$ cat src/rtl/pdm_rx_pkg.sv
package pdm_rx_pkg;

  localparam int PCM_W = 16;

  typedef logic signed [PCM_W-1:0] pcm_t;

  // Clamp a wide signed value into the PCM range.
  function automatic pcm_t sat_pcm(input logic signed [31:0] v);
    logic signed [31:0] hi;
    logic signed [31:0] lo;
    hi = (32'sd1 <<< (PCM_W - 1)) - 32'sd1;
    lo = -hi - 32'sd1;
    if (v > hi) return pcm_t'(hi);
    if (v < lo) return pcm_t'(lo);
    return pcm_t'(v);
  endfunction

endpackage

$ cat src/rtl/pdm_edge_capture.sv
module pdm_edge_capture #(
  parameter int SYNC_STAGES = 2,
  parameter int LOST_LIMIT  = 256
) (
  input  logic clk,
  input  logic rst_n,
  input  logic pdm_clk,
  input  logic pdm_data,
  input  logic chan_sel,
  output logic bit_stb,
  output logic bit_val,
  output logic clk_lost
);

  localparam int CW = $clog2(LOST_LIMIT);

  logic [SYNC_STAGES:0]   clk_sh;
  logic [SYNC_STAGES-1:0] dat_sh;
  logic [CW-1:0]          idle_cnt;

  logic clk_now, clk_prev, dat_now;
  logic rise, fall, any_edge, take;

  assign clk_now  = clk_sh[SYNC_STAGES-1];
  assign clk_prev = clk_sh[SYNC_STAGES];
  assign dat_now  = dat_sh[SYNC_STAGES-1];
  assign rise     = clk_now & ~clk_prev;
  assign fall     = ~clk_now & clk_prev;
  assign any_edge = rise | fall;
  assign take     = chan_sel ? fall : rise;

  // Clock and data pass through matching synchronizer depth so the data
  // sample seen with an edge is the level at that edge.
  always_ff @(posedge clk) begin
    if (!rst_n) begin
      clk_sh <= '0;
      dat_sh <= '0;
    end else begin
      clk_sh <= {clk_sh[SYNC_STAGES-1:0], pdm_clk};
      dat_sh <= {dat_sh[SYNC_STAGES-2:0], pdm_data};
    end
  end

  // Bit strobe is one cycle behind the edge so the loss flag is already
  // clear when the first bit after a restart reaches the filter.
  always_ff @(posedge clk) begin
    if (!rst_n) begin
      bit_stb <= 1'b0;
      bit_val <= 1'b0;
    end else begin
      bit_stb <= take;
      bit_val <= dat_now;
    end
  end

  always_ff @(posedge clk) begin
    if (!rst_n) begin
      idle_cnt <= '0;
      clk_lost <= 1'b0;
    end else if (any_edge) begin
      idle_cnt <= '0;
      clk_lost <= 1'b0;
    end else if (idle_cnt == CW'(LOST_LIMIT - 1)) begin
      clk_lost <= 1'b1;
    end else begin
      idle_cnt <= idle_cnt + 1'b1;
    end
  end

  AST_LOST_AFTER_IDLE: assert property (@(posedge clk) disable iff (!rst_n)
    $rose(clk_lost) |-> $past(idle_cnt) == CW'(LOST_LIMIT - 1));

  AST_EDGE_CLEARS_LOST: assert property (@(posedge clk) disable iff (!rst_n)
    any_edge |=> !clk_lost);

endmodule

$ cat src/rtl/pdm_cic_decim.sv
module pdm_cic_decim import pdm_rx_pkg::*; #(
  parameter int ORDER = 3,
  parameter int RATIO = 128
) (
  input  logic clk,
  input  logic rst_n,
  input  logic clr,
  input  logic in_stb,
  input  logic in_bit,
  output logic out_stb,
  output pcm_t out_pcm
);

  localparam int RW    = $clog2(RATIO);
  localparam int ACC_W = ORDER * RW + 2;
  localparam int SHIFT = ORDER * RW - (PCM_W - 1);

  typedef logic signed [ACC_W-1:0] acc_t;

  acc_t          integ_q [ORDER];
  acc_t          integ_d [ORDER];
  acc_t          dly_q   [ORDER];
  acc_t          comb_in [ORDER+1];
  acc_t          x_in;
  acc_t          snap_q;
  acc_t          res_q;
  logic [RW-1:0] phase_q;
  logic          comb_go;
  logic          last_bit;

  assign x_in     = in_bit ? acc_t'(1) : acc_t'(-1);
  assign last_bit = in_stb && (phase_q == RW'(RATIO - 1));

  // Integrators chained combinationally so each stage sees this bit.
  for (genvar k = 0; k < ORDER; k++) begin : g_integ
    if (k == 0) begin : g_first
      assign integ_d[k] = integ_q[k] + x_in;
    end else begin : g_next
      assign integ_d[k] = integ_q[k] + integ_d[k-1];
    end
  end

  assign comb_in[0] = snap_q;
  for (genvar k = 0; k < ORDER; k++) begin : g_comb
    assign comb_in[k+1] = comb_in[k] - dly_q[k];
  end

  always_ff @(posedge clk) begin
    if (!rst_n || clr) begin
      for (int k = 0; k < ORDER; k++) integ_q[k] <= '0;
      phase_q <= '0;
      snap_q  <= '0;
      comb_go <= 1'b0;
    end else begin
      comb_go <= last_bit;
      if (in_stb) begin
        for (int k = 0; k < ORDER; k++) integ_q[k] <= integ_d[k];
        phase_q <= phase_q + 1'b1;
      end
      if (last_bit) snap_q <= integ_d[ORDER-1];
    end
  end

  always_ff @(posedge clk) begin
    if (!rst_n || clr) begin
      for (int k = 0; k < ORDER; k++) dly_q[k] <= '0;
      res_q   <= '0;
      out_stb <= 1'b0;
    end else begin
      out_stb <= comb_go;
      if (comb_go) begin
        for (int k = 0; k < ORDER; k++) dly_q[k] <= comb_in[k];
        res_q <= comb_in[ORDER];
      end
    end
  end

  assign out_pcm = sat_pcm(32'(res_q >>> SHIFT));

  AST_SAMPLE_SPACED: assert property (@(posedge clk) disable iff (!rst_n)
    out_stb |=> !out_stb);

endmodule

$ cat src/rtl/pdm_dc_block.sv
module pdm_dc_block import pdm_rx_pkg::*; #(
  parameter int STATE_W    = 20,
  parameter int POLE_SHIFT = 10
) (
  input  logic clk,
  input  logic rst_n,
  input  logic clr,
  input  logic en,
  input  logic in_stb,
  input  pcm_t x_in,
  output logic out_stb,
  output pcm_t y_out
);

  typedef logic signed [STATE_W-1:0] st_t;

  st_t x_prev, y_prev, x_ext, y_next;

  assign x_ext  = st_t'(x_in);
  assign y_next = x_ext - x_prev + y_prev - (y_prev >>> POLE_SHIFT);

  always_ff @(posedge clk) begin
    if (!rst_n || clr) begin
      x_prev  <= '0;
      y_prev  <= '0;
      y_out   <= '0;
      out_stb <= 1'b0;
    end else begin
      out_stb <= in_stb;
      if (in_stb) begin
        x_prev <= x_ext;
        y_prev <= y_next;
        y_out  <= en ? sat_pcm(32'(y_next)) : x_in;
      end
    end
  end

  AST_BYPASS_PASSES: assert property (@(posedge clk) disable iff (!rst_n)
    (in_stb && !en && !clr) |=> (y_out == $past(x_in)));

endmodule

$ cat src/rtl/pdm_rx_decim.sv
module pdm_rx_decim import pdm_rx_pkg::*; #(
  parameter int DECIM          = 128,
  parameter int CIC_ORDER      = 3,
  parameter int SYNC_STAGES    = 2,
  parameter int LOST_LIMIT     = 256,
  parameter int SETTLE_COUNT   = 3,
  parameter int HPF_STATE_W    = 20,
  parameter int HPF_POLE_SHIFT = 10
) (
  input  logic              clk,
  input  logic              rst_n,
  input  logic              pdm_clk,
  input  logic              pdm_data,
  input  logic              chan_sel,
  input  logic              hpf_en,
  output logic signed [15:0] pcm_data,
  output logic              pcm_valid,
  input  logic              pcm_ready,
  output logic              chan_locked,
  output logic              clk_lost
);

  localparam int SW = $clog2(SETTLE_COUNT + 1);

  logic          bit_stb, bit_val;
  logic          cic_stb, hpf_stb, pass_stb, settled;
  pcm_t          cic_pcm, hpf_pcm, hold_data;
  logic          hold_valid;
  logic [SW-1:0] settle_cnt;

  pdm_edge_capture #(
    .SYNC_STAGES (SYNC_STAGES),
    .LOST_LIMIT  (LOST_LIMIT)
  ) u_capture (
    .clk      (clk),
    .rst_n    (rst_n),
    .pdm_clk  (pdm_clk),
    .pdm_data (pdm_data),
    .chan_sel (chan_sel),
    .bit_stb  (bit_stb),
    .bit_val  (bit_val),
    .clk_lost (clk_lost)
  );

  pdm_cic_decim #(
    .ORDER (CIC_ORDER),
    .RATIO (DECIM)
  ) u_cic (
    .clk     (clk),
    .rst_n   (rst_n),
    .clr     (clk_lost),
    .in_stb  (bit_stb),
    .in_bit  (bit_val),
    .out_stb (cic_stb),
    .out_pcm (cic_pcm)
  );

  // Discard the first samples while the comb delays fill.
  assign settled  = (settle_cnt == SW'(SETTLE_COUNT));
  assign pass_stb = cic_stb && settled;

  always_ff @(posedge clk) begin
    if (!rst_n || clk_lost) begin
      settle_cnt <= '0;
    end else if (cic_stb && !settled) begin
      settle_cnt <= settle_cnt + 1'b1;
    end
  end

  pdm_dc_block #(
    .STATE_W    (HPF_STATE_W),
    .POLE_SHIFT (HPF_POLE_SHIFT)
  ) u_hpf (
    .clk     (clk),
    .rst_n   (rst_n),
    .clr     (clk_lost),
    .en      (hpf_en),
    .in_stb  (pass_stb),
    .x_in    (cic_pcm),
    .out_stb (hpf_stb),
    .y_out   (hpf_pcm)
  );

  // Single holding register: newest sample wins, filter never waits.
  always_ff @(posedge clk) begin
    if (!rst_n || clk_lost) begin
      hold_data  <= '0;
      hold_valid <= 1'b0;
    end else if (hpf_stb) begin
      hold_data  <= hpf_pcm;
      hold_valid <= 1'b1;
    end else if (hold_valid && pcm_ready) begin
      hold_valid <= 1'b0;
    end
  end

  assign pcm_valid   = hold_valid && !clk_lost;
  assign pcm_data    = clk_lost ? '0 : hold_data;
  assign chan_locked = settled && !clk_lost;

  AST_LOST_QUIET: assert property (@(posedge clk) disable iff (!rst_n)
    clk_lost |-> (!pcm_valid && pcm_data == '0));

  AST_HOLD_UNTIL_TAKEN: assert property (@(posedge clk) disable iff (!rst_n)
    (pcm_valid && !pcm_ready) |=>
      (clk_lost || $past(hpf_stb) || (pcm_valid && $stable(pcm_data))));

  AST_VALID_NEEDS_LOCK: assert property (@(posedge clk) disable iff (!rst_n)
    pcm_valid |-> chan_locked);

endmodule

$ cat config.mk
export PLATFORM = sky130hd
export DESIGN_NAME = pdm_rx_decim
export DESIGN_NICKNAME = d
export VERILOG_FILES = /design/src/rtl/pdm_rx_pkg.sv /design/src/rtl/pdm_edge_capture.sv /design/src/rtl/pdm_cic_decim.sv /design/src/rtl/pdm_dc_block.sv /design/src/rtl/pdm_rx_decim.sv
export SDC_FILE = /design/constraint.sdc
export NUM_CORES = 1
export LEC_CHECK = 0
export ABC_CLOCK_PERIOD_IN_PS = 10300
export BUFFER_PORTS_ARGS = -buffer_cell sky130_fd_sc_hd__buf_2
export CORE_ASPECT_RATIO = 0.5
export CORE_MARGIN = 4
export CORE_UTILIZATION = 55
export DETAILED_ROUTE_END_ITERATION = 6
export PLACE_DENSITY = 0.71
export SKIP_LAST_GASP = 1
export SLEW_MARGIN = 15
export SYNTH_ARGS = -nofsm -noshare
export SYNTH_HDL_FRONTEND = slang
export SYNTH_SLANG_ARGS = --single-unit
export TNS_END_PERCENT = 50
$ cat constraint.sdc
create_clock -name clk -period 10.3 [get_ports clk]
set_input_delay 0.515 -clock clk [delete_from_list [all_inputs] [get_ports clk]]
set_output_delay 0.515 -clock clk [all_outputs]
set_load 0.01 [all_outputs]
==> results of run 1 <==
## worst paths after layout
| check | start | depth (start not counted) | endpoint |
|---|---|---|---|
| hold reg to reg | u_capture.clk_sh[0]$_SDFF_PN0_ | 1 | u_capture.clk_sh[1]$_SDFF_PN0_ |
| hold / removal | pdm_clk | 2 | u_capture.clk_sh[0]$_SDFF_PN0_ |
| setup / recovery | u_capture.bit_val$_SDFF_PN0_ | 26 | u_cic.snap_q[22]$_SDFFE_PP0P_ |
| setup reg to reg | u_capture.bit_val$_SDFF_PN0_ | 26 | u_cic.snap_q[22]$_SDFFE_PP0P_ |
## power by group
group / switching (uW) / internal, uW / leakage (uW)
clock: 435 / 568 / 0.000447
combinational: 417 / 294 / 0.00555
sequential: 9.69 / 1170 / 0.00253
## cells in the mapped netlist (all sizes together) (54+ instances only)
cell | n | area (um2)
xnor2 | 79 | 692
inv | 167 | 627
nor2 | 202 | 758
o21ai | 77 | 389
ha | 154 | 1930
and3 | 89 | 562
edfxtp | 138 | 4140
a21oi | 159 | 800
dfxtp | 137 | 2740
a21o | 67 | 503
xor2 | 54 | 473
nand2 | 153 | 577
## flip-flops by register name, summed over array words and instances (netlist names), 2 cells and up
register / flops
u_hpf.y_prev: 20
hold_data: 16
u_capture.dat_sh: 2
u_cic.integ_q: 69
u_cic.phase_q: 7
u_hpf.x_prev: 16
u_cic.snap_q: 23
u_hpf.y_out: 16
u_capture.clk_sh: 3
u_capture.idle_cnt: 8
u_cic.res_q: 17
u_cic.dly_q: 69
settle_cnt: 2
## area by class of cell
type	count	area, um2
Fill cell	2843	12600
Multi-Input combinational cell	1492	10500
Sequential cell	275	6890
Clock buffer	34	752
Inverter	168	631
Tap cell	432	541
Timing Repair Buffer	38	223
Clock inverter	14	133
## kinds of logic after synthesis
group / count (synthesis)
buffers and inverters: 231
adders and majority gates: 197
AOI/OAI and AO/OA: 458
xor gates and xnor gates: 133
and+or+nand+nor: 674
DFF: 275
muxes: 30
## through the flow
| stage | std cells | setup slack [ns] |
|---|---|---|
| finish | 2453 | 3.82 |
| global route | 2453 | 3.20 |
| CTS | 2453 | 3.82 |
| detailed placement | 2405 | 3.84 |
| global placement | 2405 | 3.92 |
| floorplan | 1998 | 4.47 |
## metal layers
metal	GRT usage	vias up	wire length (um)
met5	0	-	0
met4	0.0458	0	783
met3	0.0304	63	1270
met2	0.352	200	16700
met1	0.280	6191	18100
li1	-	7045	-
## worst max-delay path, delay by kind of cell, from the launching register on
| family | cells | cell delay [ns] |
|---|---|---|
| AO/OA/AOI/OAI | 13 | 2.73 |
| XOR/XNOR | 3 | 0.53 |
| adder cells (fa/ha/maj) | 3 | 1.01 |
| buffers and inverters | 1 | 0.56 |
| flip-flops | 1 | 0.34 |
| AND/OR/NAND/NOR | 6 | 1.21 |
## cell usage in the layout, fill, tap and decap left out, types with 54 or more instances in the layout
| cell | Yosys | layout |
|---|---|---|
| nor2_1 | 202 | 202 |
| inv_1 | 167 | 166 |
| a21oi_1 | 158 | 158 |
| ha_1 | 154 | 154 |
| nand2_1 | 152 | 152 |
| edfxtp_1 | 138 | 138 |
| dfxtp_1 | 137 | 137 |
| and3_1 | 88 | 88 |
| xnor2_1 | 79 | 79 |
| o21ai_0 | 75 | 75 |
| a21o_1 | 67 | 67 |
| xor2_1 | 54 | 54 |
==> impl_metrics.ini, run 1 <==
[setup_path]
slowest_delay_ns = 0.56
critPathSlowestCell = inv_1
worstSetupStartpointType = flop
endpoint_kind = flop
rrSetupSlack_ns = 3.82
critical_path_class = reg2reg
cp.arrival_ns = 6.98
crit_path_max_fanout = 21
required_ns = 10.80

[drt]
dr_total_vias = 13500
wire_per_inst_um = 15.1
vias_per_cell = 5.50
wl_mm = 36.9
dr.pass1.iters = 5
drc = 0
ant_nets = 0
drt_iter0_drc = 698

[global_route]
grt-ovfl-total = 0
grt_pass1_vias = 12800
antenna_found_initial = 0
grt.total_usage = 0.206
grt_pass1_wl_mm = 62.5
grt_start_max_net_pins = 70

[logic_synthesis]
synth_fa_ha_area_frac = 0.151
syn_avg_cell_area_um2 = 9.15
ys_warn_count = 0
synth_seq_area_share = 0.377
yosys_register_bits = 275
synth_top_family_by_area = simple AND/OR/NAND/NOR gates
muxShareOfSynthArea = 0.0164
syn-num-nets = 2200
synth_edf_count = 138
synthFlopType = edfxtp_1
synthXorXnorAreaFrac = 0.0637
synth.distinct_cells = 81
synth-simple-area-share = 0.180
syn-cell-area_mm2 = 0.0183
async_flop_share = 0
synth-compound-area-share = 0.162
syn_inst = 1998

[clock_network]
root_buffer = clkbuf_16
path_clk_slew_ns = 0.06
h-tree-depth = 1
cts_setup_buffers = 0
insertion_delay_ns = 0.57
clkSinkCount = 275
clk_path_buf_depth = 3
cts_buffers = 27
cts_hold_buf = 0
cts_tree = yes
cts_resized = 0

[power_and_ir_drop]
p_leak_uw = 0.00853
p_total_uw = 2900
ir_worst_vdd_v = 0.000109
power_density_mw_per_mm2 = 147

[place]
routabilityCongestion = 0.899
placed_area_mm2 = 0.0188
numPortBuffers = 25
dp_hpwl_mm = 26.4

[sta]
fin_skew_ns = 0.0264
maxSlewViolCount = 0
relSlewSlack = 0.356
fmax_mhz = 154
hold_violations = 0
finalCritPeriodShare = 0.629
tns_ns = 0
tightest_slew_ns = 0.965
finalCriticalPeriod_ns = 6.48
rsz0062_at_grt = false
hold_ws_ns = 0.158
setup_viol = 0

[flow_run]
max-cap-violations = 0

[floorplan]
coreArea_mm2 = 0.0322
dieArea_mm2 = 0.0364
die_w_um = 266
ioPinCount = 26
die_y_um = 137
rows = 46
start_util = 0.567

[final_layout]
syn_to_final_growth_pct = 7.66
antenna_cells_inserted = 0
layout-drive-gt1-share = 0.0534
final_area_mm2 = 0.0197
utilization = 0.610
layout.nets = 2204

[hold_path]
hp-class = in2reg

[status]
status = finished clean
(Power assumes the default switching activity.)
==> run 2: changes to the inputs <==
--- a/config.mk
+++ b/config.mk
@@ -5,7 +5,7 @@
 export SDC_FILE = /design/constraint.sdc
 export NUM_CORES = 1
 export LEC_CHECK = 0
-export ABC_CLOCK_PERIOD_IN_PS = 10300
+export ABC_CLOCK_PERIOD_IN_PS = 6800
 export BUFFER_PORTS_ARGS = -buffer_cell sky130_fd_sc_hd__buf_2
 export CORE_ASPECT_RATIO = 0.5
 export CORE_MARGIN = 4
==> constraint.sdc (replaced) <==
create_clock -name clk -period 6.8 [get_ports clk]
set_input_delay 0.34 -clock clk [delete_from_list [all_inputs] [get_ports clk]]
set_output_delay 0.34 -clock clk [all_outputs]
set_load 0.01 [all_outputs]
==> impl_metrics.ini, run 2 (same netlist as run 1, synthesis figures left out) <==
[status]
status = finished clean

[drt]
wl_mm = 37.5
dr.pass1.iters = 5
vias_per_cell = 5.58
dr_total_vias = 13700
drt_iter0_drc = 884
ant_nets = 0
wire_per_inst_um = 15.3
drc = 0

[place]
numPortBuffers = 25
routabilityCongestion = 0.878
dp_hpwl_mm = 27.0
dp_slack_ns = 0.546

[final_layout]
antenna_cells_inserted = 0
layout.nets = 2204
layout-drive-gt1-share = 0.0524
nFillCells = 2718
final_cell_mix = nor2_1, inv_1, a21oi_1
reg_top3 = u_cic.dly_q (69), u_cic.integ_q (69), u_cic.snap_q (23)
layout_commonest_cell = nor2_1
syn_to_final_growth_pct = 7.83

[power_and_ir_drop]
power_density_mw_per_mm2 = 225
ir_worst_vdd_v = 0.000142
p_leak_uw = 0.00854

[sta]
maxSlewViolCount = 0
fin_skew_ns = 0.0136
finalCriticalPeriod_ns = 6.26
relSlewSlack = 0.217
fmax_mhz = 160
tns_ns = 0
setup_ws_ns = 0.544
finalCritPeriodShare = 0.920
tightest_slew_ns = 1.17
rsz0062_at_grt = false
hold_violations = 0
setup_viol = 0

[floorplan]
start_util = 0.567
die_y_um = 137
rows = 46
coreArea_mm2 = 0.0322
die_w_um = 266
ioPinCount = 26
dieArea_mm2 = 0.0364

[global_route]
grt_start_max_net_pins = 64
grt.total_usage = 0.206
grt_pass1_vias = 13000
grt_pass1_wl_mm = 62.3
grt-ovfl-total = 0
antenna_found_initial = 0

[flow_run]
max-cap-violations = 0

[setup_path]
cp.arrival_ns = 6.75
critical_path_class = reg2reg
endpoint_kind = flop
worstSetupStartpointType = flop
crit_path_max_fanout = 19
required_ns = 7.29

[clock_network]
h-tree-depth = 1
cts_setup_buffers = 0
clk_path_buf_depth = 3
cts_tree = yes
path_clk_slew_ns = 0.07
clkSinkCount = 275
cts_resized = 0
cts_hold_buf = 2
cts_buffers = 27
insertion_delay_ns = 0.55
root_buffer = clkbuf_16

[hold_path]
hp-class = in2reg
[run 2: power breakdown]
| part | internal [uW] | leakage, uW | switching, uW | total [uW] |
|---|---|---|---|---|
| clock | 889 | 0.000455 | 664 | 1550 |
| combinational | 447 | 0.00555 | 638 | 1080 |
| sequential | 1780 | 0.00253 | 14.9 | 1790 |
| total | 3110 | 0.00854 | 1320 | 4430 |
[run 2: layout make-up]
type	instances	area (um2)	area share
timing repair buffer	38	228	0.0116
inverter	168	631	0.0320
multi-input combinational	1492	10500	0.533
clock buffer	36	782	0.0397
clock inverter	13	128	0.00648
tap	432	541	0.0274
sequential	275	6890	0.349
[run 2: final timing paths]
check                                from                       endpoint  slack, ns  depth (start not counted)
min reg2reg  u_cic.snap_q[0]$_SDFFE_PP0P_   u_cic.snap_q[0]$_SDFFE_PP0P_       0.45                          2
min                              chan_sel   u_capture.bit_stb$_SDFF_PN0_       0.08                          3
max          u_capture.bit_val$_SDFF_PN0_  u_cic.snap_q[22]$_SDFFE_PP0P_       0.54                         27
max reg2reg  u_capture.bit_val$_SDFF_PN0_  u_cic.snap_q[22]$_SDFFE_PP0P_       0.54                         27
[run 2: worst max-delay path, cell delays in order (launching register included)]
cell	delay [ns]
dfxtp_1	0.40
inv_1	0.10
buf_4	0.22
ha_1	0.37
o21a_1	0.20
o31a_1	0.12
o41a_1	0.35
a21o_1	0.20
xor2_1	0.20
ha_1	0.33
a21o_1	0.19
a21o_1	0.16
a21oi_1	0.19
a2bb2oi_1	0.18
o311ai_0	0.20
and2_1	0.25
o21a_1	0.18
nor2_1	0.11
xnor2_1	0.15
ha_1	0.30
and3_1	0.21
a311oi_1	0.32
a21oi_1	0.16
o31ai_1	0.32
a21oi_1	0.12
xor2_1	0.18
or4_1	0.41
nand3_1	0.09
[run 2: per-stage QoR]
stage / total power [uW] / hold WS [ns] / instance area (um2) / util / instances
finish: 4430 / 0.0826 / 19700 / 0.611 / 2454
global route: 4670 / 0.0802 / 19700 / 0.611 / 2454
CTS: 4460 / 0.0622 / 19700 / 0.611 / 2454
detailed placement: 2900 / 0.440 / 18800 / 0.583 / 2403
global placement: 2880 / 0.418 / 18800 / 0.583 / 2403
floorplan: 2690 / 0.412 / 18300 / - / 1998
[run 2: layer usage]
metal / vias to the layer above / wire length (um) / GRT usage
li1: 7039 / - / -
met1: 6379 / 17800 / 0.271
met2: 211 / 17600 / 0.367
met3: 57 / 1270 / 0.0269
met4: 0 / 816 / 0.0475
met5: - / 0 / 0
